File: config.mk
export PLATFORM = sky130hd
export DESIGN_NAME = rename_alias_table
export DESIGN_NICKNAME = d
export VERILOG_FILES = /design/src/rtl/rat_pkg.sv /design/src/rtl/rat_flat_index.sv /design/src/rtl/rat_store.sv /design/src/rtl/rat_lookup.sv /design/src/rtl/rename_alias_table.sv
export SDC_FILE = /design/constraint.sdc
export NUM_CORES = 1
export LEC_CHECK = 0
export ABC_AREA = 1
export BUFFER_PORTS_ARGS = -buffer_cell sky130_fd_sc_hd__buf_2
export CAP_MARGIN = 20
export CORE_MARGIN = 1
export CORE_UTILIZATION = 55
export CTS_BUF_LIST = sky130_fd_sc_hd__clkbuf_8
export DETAILED_ROUTE_END_ITERATION = 16
export PLACE_DENSITY = 0.82
export SLEW_MARGIN = 40
export SYNTH_ARGS = -nofsm -noshare
export SYNTH_HDL_FRONTEND = slang
export SYNTH_SLANG_ARGS = --single-unit
File: constraint.sdc
create_clock -name clk -period 1.9 [get_ports clk]
set_input_delay 0.19 -clock clk [delete_from_list [all_inputs] [get_ports clk]]
set_output_delay 0.19 -clock clk [all_outputs]
set_load 0.005 [all_outputs]
File: src/rtl/rat_pkg.sv
package rat_pkg;
  typedef enum logic [1:0] {
    CLS_INT  = 2'd0,
    CLS_FP   = 2'd1,
    CLS_FLG  = 2'd2,
    CLS_FLG2 = 2'd3
  } reg_cls_e;

  localparam int LANES = 2;
  localparam int SRCS_PER_LANE = 2;
  localparam int NOPS = LANES * SRCS_PER_LANE;
endpackage

File: src/rtl/rat_flat_index.sv
module rat_flat_index #(
  parameter int NUM_INT = 8,
  parameter int NUM_FP  = 8,
  parameter int IDX_W   = 3,
  parameter int FLAT_W  = 5
) (
  input  logic [1:0]        cls,
  input  logic [IDX_W-1:0]  idx,
  output logic [FLAT_W-1:0] flat
);
  import rat_pkg::*;

  localparam logic [FLAT_W-1:0] FP_BASE  = FLAT_W'(NUM_INT);
  localparam logic [FLAT_W-1:0] FLG_SLOT = FLAT_W'(NUM_INT + NUM_FP);

  always_comb begin
    if (cls[1])                   flat = FLG_SLOT;
    else if (cls == 2'(CLS_FP))   flat = FP_BASE + FLAT_W'(idx);
    else                          flat = FLAT_W'(idx);
  end
endmodule

File: src/rtl/rat_store.sv
module rat_store #(
  parameter int NREG   = 17,
  parameter int TAG_W  = 5,
  parameter int FLAT_W = 5
) (
  input  logic                         clk,
  input  logic                         rst_n,
  input  logic                         flush,
  input  logic [1:0]                   wr_vld,
  input  logic [1:0][FLAT_W-1:0]       wr_flat,
  input  logic [1:0][TAG_W-1:0]        wr_tag,
  input  logic                         ret_vld,
  input  logic [FLAT_W-1:0]            ret_flat,
  input  logic [TAG_W-1:0]             ret_tag,
  output logic [NREG-1:0]              ent_v,
  output logic [NREG-1:0][TAG_W-1:0]   ent_tag
);
  for (genvar r = 0; r < NREG; r++) begin : g_ent
    logic             v_q, v_d;
    logic [TAG_W-1:0] t_q, t_d;
    logic             t_en;
    logic             hit0, hit1, hit_ret;

    assign hit0    = wr_vld[0] && (wr_flat[0] == FLAT_W'(r));
    assign hit1    = wr_vld[1] && (wr_flat[1] == FLAT_W'(r));
    assign hit_ret = ret_vld && (ret_flat == FLAT_W'(r)) && v_q && (t_q == ret_tag);

    always_comb begin
      v_d  = v_q;
      t_d  = t_q;
      t_en = 1'b0;
      if (flush) begin
        v_d = 1'b0;
      end else if (hit1) begin
        v_d  = 1'b1;
        t_d  = wr_tag[1];
        t_en = 1'b1;
      end else if (hit0) begin
        v_d  = 1'b1;
        t_d  = wr_tag[0];
        t_en = 1'b1;
      end else if (hit_ret) begin
        v_d = 1'b0;
      end
    end

    always_ff @(posedge clk or negedge rst_n) begin
      if (!rst_n) v_q <= 1'b0;
      else        v_q <= v_d;
    end

    always_ff @(posedge clk) begin
      if (t_en) t_q <= t_d;
    end

    assign ent_v[r]   = v_q;
    assign ent_tag[r] = t_q;
  end
endmodule

File: src/rtl/rat_lookup.sv
module rat_lookup #(
  parameter int NREG   = 17,
  parameter int TAG_W  = 5,
  parameter int FLAT_W = 5
) (
  input  logic [FLAT_W-1:0]           rd_flat,
  input  logic [NREG-1:0]             ent_v,
  input  logic [NREG-1:0][TAG_W-1:0]  ent_tag,
  input  logic                        byp_vld,
  input  logic [FLAT_W-1:0]           byp_flat,
  input  logic [TAG_W-1:0]            byp_tag,
  output logic                        pend,
  output logic [TAG_W-1:0]            tag
);
  always_comb begin
    if (byp_vld && (byp_flat == rd_flat)) begin
      pend = 1'b1;
      tag  = byp_tag;
    end else begin
      pend = ent_v[rd_flat];
      tag  = ent_tag[rd_flat];
    end
  end
endmodule

File: src/rtl/rename_alias_table.sv
module rename_alias_table #(
  parameter int NUM_INT = 8,
  parameter int NUM_FP  = 8,
  parameter int IDX_W   = 3,
  parameter int TAG_W   = 5
) (
  input  logic                   clk,
  input  logic                   rst_n,
  input  logic [3:0][1:0]        src_cls,
  input  logic [3:0][IDX_W-1:0]  src_idx,
  output logic [3:0]             src_pend,
  output logic [3:0][TAG_W-1:0]  src_tag,
  input  logic [1:0]             dst_vld,
  input  logic [1:0][1:0]        dst_cls,
  input  logic [1:0][IDX_W-1:0]  dst_idx,
  input  logic [1:0][TAG_W-1:0]  dst_tag,
  input  logic                   ret_vld,
  input  logic [1:0]             ret_cls,
  input  logic [IDX_W-1:0]       ret_idx,
  input  logic [TAG_W-1:0]       ret_tag,
  input  logic                   flush
);
  import rat_pkg::*;

  localparam int NREG   = NUM_INT + NUM_FP + 1;
  localparam int FLAT_W = $clog2(NREG);

  logic [NREG-1:0]             ent_v;
  logic [NREG-1:0][TAG_W-1:0]  ent_tag;
  logic [1:0][FLAT_W-1:0]      dst_flat;
  logic [FLAT_W-1:0]           ret_flat;

  for (genvar l = 0; l < LANES; l++) begin : g_dst
    rat_flat_index #(.NUM_INT(NUM_INT), .NUM_FP(NUM_FP), .IDX_W(IDX_W), .FLAT_W(FLAT_W))
      u_dmap (.cls(dst_cls[l]), .idx(dst_idx[l]), .flat(dst_flat[l]));
  end

  rat_flat_index #(.NUM_INT(NUM_INT), .NUM_FP(NUM_FP), .IDX_W(IDX_W), .FLAT_W(FLAT_W))
    u_rmap (.cls(ret_cls), .idx(ret_idx), .flat(ret_flat));

  rat_store #(.NREG(NREG), .TAG_W(TAG_W), .FLAT_W(FLAT_W)) u_store (
    .clk(clk), .rst_n(rst_n), .flush(flush),
    .wr_vld(dst_vld), .wr_flat(dst_flat), .wr_tag(dst_tag),
    .ret_vld(ret_vld), .ret_flat(ret_flat), .ret_tag(ret_tag),
    .ent_v(ent_v), .ent_tag(ent_tag)
  );

  for (genvar o = 0; o < NOPS; o++) begin : g_src
    logic [FLAT_W-1:0] s_flat;
    logic              byp_en;

    rat_flat_index #(.NUM_INT(NUM_INT), .NUM_FP(NUM_FP), .IDX_W(IDX_W), .FLAT_W(FLAT_W))
      u_smap (.cls(src_cls[o]), .idx(src_idx[o]), .flat(s_flat));

    if (o >= SRCS_PER_LANE) begin : g_byp
      assign byp_en = dst_vld[0];
    end else begin : g_nobyp
      assign byp_en = 1'b0;
    end

    rat_lookup #(.NREG(NREG), .TAG_W(TAG_W), .FLAT_W(FLAT_W)) u_look (
      .rd_flat(s_flat), .ent_v(ent_v), .ent_tag(ent_tag),
      .byp_vld(byp_en), .byp_flat(dst_flat[0]), .byp_tag(dst_tag[0]),
      .pend(src_pend[o]), .tag(src_tag[o])
    );
  end
endmodule

==> results of run 1 <==
cell families (layout without fill, tap and decap cells):
logic type	after synthesis	in the layout	synth area share
compound gates	226	226	0.1245
xor+xnor	32	32	0.02670
simple gates	1066	1066	0.4357
flops	102	102	0.2837
buf+inv	307	405	0.1295
what timing repair did:
action,CTS,global route
buffers inserted,25,14
endpoints found under the setup margin,21,24
gates resized for setup,85,151
pin swaps,26,56
hold buffers,1,0
hold endpoints to repair,17,0
metrics by stage:
stage / power (mW) / area [µm²] / hold WS (ps) / cells / utilization
4_1_cts: 5.708 / 11830 / 230.3 / 2051 / 0.6322
3_5_place_dp: 4.387 / 11230 / 176.3 / 2009 / 0.6002
3_3_place_gp: 4.366 / 11230 / 162.8 / 2009 / 0.6002
2_1_floorplan: 3.722 / 10500 / -105.6 / 1733 / -
5_1_grt: 6.130 / 12440 / 258.9 / 2065 / 0.6649
6_report: 5.904 / 12440 / 248.3 / 2065 / 0.6649
cells in the mapped netlist (2+ instances only):
cell / count / area [µm²]
nand2_4: 3 / 33.78
buf_4: 17 / 127.6
o211ai_1: 19 / 142.6
o2111ai_1: 2 / 17.52
edfxtp_1: 85 / 2552
nand2_1: 587 / 2203
buf_2: 44 / 220.2
xor2_1: 8 / 70.07
o221ai_1: 4 / 35.03
o21ai_1: 14 / 70.07
clkinv_1: 6 / 22.52
buf_6: 6 / 67.56
inv_2: 9 / 33.78
dfrtp_1: 17 / 425.4
a21oi_1: 34 / 170.2
buf_1: 8 / 30.03
inv_1: 177 / 664.4
nand3_1: 347 / 1737
nor3_1: 15 / 75.07
nand3b_1: 2 / 15.01
buf_12: 2 / 40.04
nor2_1: 84 / 315.3
o22ai_1: 23 / 143.9
o211ai_2: 9 / 112.6
clkbuf_1: 34 / 127.6
nand4_1: 16 / 100.1
nor4_1: 2 / 12.51
xnor2_1: 24 / 210.2
nand2_2: 7 / 43.79
o21ai_0: 117 / 585.6
inv_4: 4 / 25.02
worst register-to-register path: stages (launching register included):
cell and delay [ps]:
edfxtp_1 550, inv_2 160, buf_4 120, nand2_1 40
a21oi_1 170, nand4_1 120, o21ai_0 280, nand2_1 90
final cells by class:
type,instances,area (µm²),share of cell area
multi-input cells,1324,6818,0.5482
inverters,196,765.7,0.06157
repair buffers,193,1395,0.1122
flip-flops and latches,102,2982,0.2397
clock buffers,9,123.9,0.009960
well taps,234,292.8,0.02354
clock inverters,7,60.06,0.004829
registers in the layout, indices dropped and copies added, names as in the netlist:
register / flops
u_store.g_ent.t_q: 85
u_store.g_ent.v_q: 17
where the power goes:
part           internal [mW]  switching, mW
registers               2.49         0.0781
logic                  0.684           1.37
clock network          0.491          0.794
total                   3.66           2.24
metal layers:
metal,vias to the layer above,track usage,wire length [µm]
met2,1170,0.6932,19820
met4,0,0.2903,3056
met1,5977,0.6337,17040
met5,-,0,0
li1,5900,-,-
met3,203,0.1214,7322
worst max-delay path by stage:
| stage | endpoint |
|---|---|
| final | src_tag[3] |
| after global routing | src_tag[3] |
| after CTS | src_tag[3] |
| after detailed placement | u_store.g_ent[2].t_q[2] |
| after global placement | u_store.g_ent[2].t_q[2] |
| after floorplan | u_store.g_ent[6].t_q[0] |
==> results.tsv, run 1 <==
metric	value	unit
WS Path Type	flip-flop to output pin	
Worst Tran Pin Value	692.8	ps
Max H-tree Level	3	
Final ANT Viol Nets	0	
root buf cell	clkbuf_8	
critical path startpoint	u_store.g_ent[1].t_q[3]	
Arr. time, crit path	1860	ps
CTS tree	built	
critical path's slowest cell	edfxtp_1	
Worst slew margin	0.5332	
Syn Inst Count	1733	
clock sink total	102	
die height	140.1	µm
Clock Latency Late Sink	380	ps
EDFF count, synth	85	
Ant. Diodes	0	
synthesized area	10500	µm²
layout cell share with drive strength beyond 1	0.2409	
grt ovf	0	
syn nets	1789	
final hold viol count	0	
worst ir drop on vdd	0.6959	mV
die area	19640	µm²
first-pass GRT wire length	69.83	mm
hold path start	flush	
dpl ws	-193.9	ps
final setup violation count	20	
Slew Viols, Final	0	
Port Buf Inserts	79	
DR vias	13250	
Boundary Pins	80	
final period utilization	1.078	
routed wire length	47.23	mm
DRC violation count after routing	0	
commonest non-fill, non-tap cells in the layout	nand2_1 (570), nand3_1 (252), o21ai_0 (115), inv_1 (101), buf_4 (94)	
outcome	finished with violations	
Hold Path Depth	4	
Min-Delay Endpoint	u_store.g_ent[13].v_q	
Worst Hold Class	input pin to flip-flop	
RSZ-0062 raised after global routing	yes	
Max-Cap Viols	0	
CP endpoint kind	output pin	
Critical Path Stages	8	
post-synthesis cell type count	38	
Global Route Usage Sum	0.4760	
synthesized flop and latch total	102	
Critical Path RT	1710	ps
r2r worst-path depth	7	
R2R Setup Slk	260	ps
initial antenna violation count	0	
CP Launch Type	flip-flop	
worst reg2reg path startpoint	u_store.g_ent[1].t_q[2]	
initial detailed-routing violation count	2472	
DR WL/cell	22.87	µm
Synth warnings	0	
Leakage Power	6.056	nW
CP peak stage delay	530	ps
Max Fclk	488.1	MHz
Tmin final	2049	ps
violated checks	setup timing	
area delta synth->final	18.49	%
Clock Skew	13.86	ps
core box area	18710	µm²
WP buf/inv	2	
sequential-to-total area share from yosys stat	0.2837	
clock slew at reported path FFs	100	ps
vias in the first global route	11790	
setup TNS	-1312	ps
total CTS buffers	9	
DP HPWL	35.96	mm
fill count	1739	
most common cell after layout, fill and taps aside	nand2_1	
Starting Density	0.5611	
R2R Path End	u_store.g_ent[1].v_q	
final worst slack	-148.7	ps
ys async rst share	0.1667	
row cnt	50	
crit-path max FO	2	
vias per inst	6.416	
Primary FF master, synth	edfxtp_1	
cell mode on critical path	nand2_1	
CP top delay family	flip-flops	
die width	140.1	µm
Avg Cell Area, Syn	6.057	µm²
Cell Pwr Density	474.7	nW/µm²
TritonRoute pass-1 iters	6	
clock tree buffer depth	2	
pin count of the biggest net entering global routing	50	
Layout Nets	1882	
Final Wtd Congestion	1.081	
CP cell instances	buf_6 -> o211ai_1 -> nand3_1 -> nand3_4 -> nand2_2 -> nand2_1 -> nand2_1 -> buf_2	
Note: power is estimated with default switching activity, not from simulation.
==> run 2: changes to the inputs <==
CORE_ASPECT_RATIO = 0.9   (was not set)
CTS_BUF_LIST = not set   (was sky130_fd_sc_hd__clkbuf_8)
==> run 2 against run 1 <==
Effect of this change:
- the flow still finishes with violations (setup timing)
- critical path depth grew 1
- count of clock-buffer cells in the layout unchanged
- sequential share of layout area up 0.052 points
- routed wire length fell by 2.4%
- clock skew down 7.2 ps
- fmax up 6.0%
- register-to-register slack gained 170 ps
- power increased by 6.5%
- clock power grew 34%
- die area is essentially flat
- first-iteration DRC count decreased by 20%
- final cell count rose by 0.39%
==> results.tsv, run 2 (synthesized netlist as in run 1, its figures left out) <==
metric	value	unit	change
Biggest register	u_store.g_ent.t_q		unchanged
layout cell share with drive strength beyond 1	0.2314		was 0.2409
clock tree buffer depth	2		unchanged
vias in the first global route	11660		was 11,790
Final ANT Viol Nets	0		unchanged
CTS tree	built		unchanged
CP Launch Type	flip-flop		unchanged
WS Path Type	flip-flop to output pin		unchanged
Max H-tree Level	3		unchanged
final hold viol count	0		unchanged
DR WL/cell	22.23	µm	was 22.87 µm
worst ir drop on vdd	0.6948	mV	was 0.6959 mV
core box area	18520	µm²	was 18,710 µm²
total CTS buffers	9		unchanged
area delta synth->final	18.13	%	was 18.49%
P_sw	2.230	mW	was 2.243 mW
Worst Hold Class	input pin to flip-flop		unchanged
Arr. time, crit path	1740	ps	was 1860 ps
die height	133.1	µm	was 140.1 µm
Tmin final	1932	ps	was 2049 ps
Global Route Usage Sum	0.4647		was 0.4760
Max-Cap Viols	0		unchanged
Boundary Pins	80		unchanged
commonest non-fill, non-tap cells in the layout	nand2_1 (567), nand3_1 (271), o21ai_0 (116), inv_1 (96), buf_4 (94)		was nand2_1 (570), nand3_1 (252), o21ai_0 (115), inv_1 (101), buf_4 (94)
sequential cell area	2979	µm²	was 2982 µm²
DRC violation count after routing	0		unchanged
Clock Power Share	0.273		was 0.218
biggest regs	u_store.g_ent.t_q (85), u_store.g_ent.v_q (17)		unchanged
root buf cell	clkbuf_16		was clkbuf_8
first-pass GRT wire length	68.21	mm	was 69.83 mm
Ant. Diodes	0		unchanged
grt ovf	0		unchanged
CP cell instances	inv_2 -> a21oi_2 -> o21ai_1 -> nand3_1 -> nand3_2 -> nand2_2 -> nand2_1 -> nand2_1 -> buf_2		was buf_6 -> o211ai_1 -> nand3_1 -> nand3_4 -> nand2_2 -> nand2_1 -> nand2_1 -> buf_2
cell mode on critical path	nand2_1		unchanged
DR vias	13140		was 13,250
Starting Density	0.5666		was 0.5611
TritonRoute pass-1 iters	7		was 6
Finished Layout Cells	2073		was 2,065
die width	147.6	µm	was 140.1 µm
crit-path max FO	4		was 2
Port Buf Inserts	79		unchanged
Clock Skew	6.641	ps	was 13.86 ps
RSZ-0062 raised after global routing	yes		unchanged
die area	19640	µm²	about the same
row cnt	47		was 50
outcome	finished with violations		unchanged
Cell Pwr Density	507.2	nW/µm²	was 474.7 nW/µm²
CP endpoint kind	output pin		unchanged
final setup violation count	6		was 20
Inst Count DP	2019		was 2,009
Multi-input gate area	6693	µm²	was 6818 µm²
Layout Nets	1879		was 1,882
max FFs per register	85		unchanged
Leakage Power	6.041	nW	was 6.056 nW
Max Fclk	517.5	MHz	was 488.1 MHz
Pint	4.059	mW	was 3.661 mW
vias per inst	6.338		was 6.416
area post-placement	11270	µm²	was 11,230 µm²
fill count	1684		was 1,739
final period utilization	1.017		was 1.078
critical path's slowest cell	edfxtp_1		unchanged
Net Sw Frac	0.3546		was 0.3800
CP peak stage delay	510	ps	was 530 ps
Clock Latency Late Sink	350	ps	was 380 ps
Worst Tran Pin Value	670.7	ps	was 692.8 ps
initial detailed-routing violation count	1975		was 2,472
Critical Path RT	1710	ps	about the same
pin count of the biggest net entering global routing	52		was 50
Worst slew margin	0.5524		was 0.5332
violated checks	setup timing		unchanged
clock slew at reported path FFs	70	ps	was 100 ps
post-route cell area	12400	µm²	was 12,440 µm²
Final Wtd Congestion	1.051		was 1.081
Comb pwr share	0.319		was 0.348
Slew Viols, Final	0		unchanged
initial antenna violation count	0		unchanged
most common cell after layout, fill and taps aside	nand2_1		unchanged
final worst slack	-32.30	ps	was -148.7 ps
clock sink total	102		unchanged
Sequential Power Share	0.408		was 0.434
DP HPWL	35.48	mm	was 35.96 mm
routed wire length	46.09	mm	was 47.23 mm
==> run 2: what timing repair did <==
item / 4_1_cts / 5_1_grt
endpoints found under the setup margin: 20 / 24
hold buffers: 1 / 0
pin swaps: 4 / 61
gates resized for setup: 50 / 159
setup buffers: 9 / 28
hold endpoints to repair: 17 / 0
==> run 2: layer usage <==
layer	up-vias	share of wire	global-route usage
li1	5879	-	-
met1	5933	0.37	0.6436
met2	1151	0.42	0.6871
met3	176	0.15	0.1059
met4	0	0.052	0.2136
met5	-	0	0
==> run 2: area by class of cell <==
class | count | share of cell area
inverter | 196 | 0.06115
clock inverter | 7 | 0.003734
tap | 245 | 0.02472
clock buffer | 9 | 0.01816
timing repair buffer | 190 | 0.1122
multi-input combinational | 1324 | 0.5398
sequential | 102 | 0.2403
==> run 2: power by group through the flow <==
stage | clock (mW) | combinational (mW) | sequential, mW
6_report | 1.72 | 2.01 | 2.56
5_1_grt | 1.80 | 2.14 | 2.56
4_1_cts | 1.72 | 1.82 | 2.55
3_5_place_dp | 0 | 1.78 | 2.60
3_3_place_gp | 0 | 1.76 | 2.60
2_1_floorplan | 0 | 1.16 | 2.56
==> run 2: worst max-delay path: cells and delay by family, from the launching register on <==
family	cells	cell delay (ps)
buffers and inverters	2	300
AOI/OAI and AO/OA	2	150
DFF	1	510
and+or+nand+nor	5	420
==> run 2: path summary, 6_finish.rpt <==
path	from	to	slack [ps]	cells past startpoint
setup / recovery	u_store.g_ent[7].t_q[0]	src_tag[5]	-30	9
hold / removal	flush	u_store.g_ent[12].v_q	230	2
setup reg to reg	u_store.g_ent[2].t_q[0]	u_store.g_ent[2].v_q	430	7
hold reg to reg	u_store.g_ent[8].v_q	u_store.g_ent[8].v_q	540	2
max in group asynchronous	rst_n	u_store.g_ent[9].v_q	1210	2
min in group asynchronous	rst_n	u_store.g_ent[16].v_q	350	2
==> run 2: stage by stage <==
stage | setup TNS, ps | total power, mW | utilization | setup WS (ps) | hold slack, ps
final | -86.32 | 6.290 | 0.6694 | -32.30 | 231.8
after CTS | 0 | 6.089 | 0.6325 | 1.449 | 220.2
after global placement | -215.9 | 4.362 | 0.6084 | -31.81 | 161.5
after global routing | -645.6 | 6.509 | 0.6694 | -76.89 | 233.4
after detailed placement | -1055 | 4.382 | 0.6084 | -93.63 | 155.3
after floorplan | 0 | 3.722 | - | 451.1 | -105.6
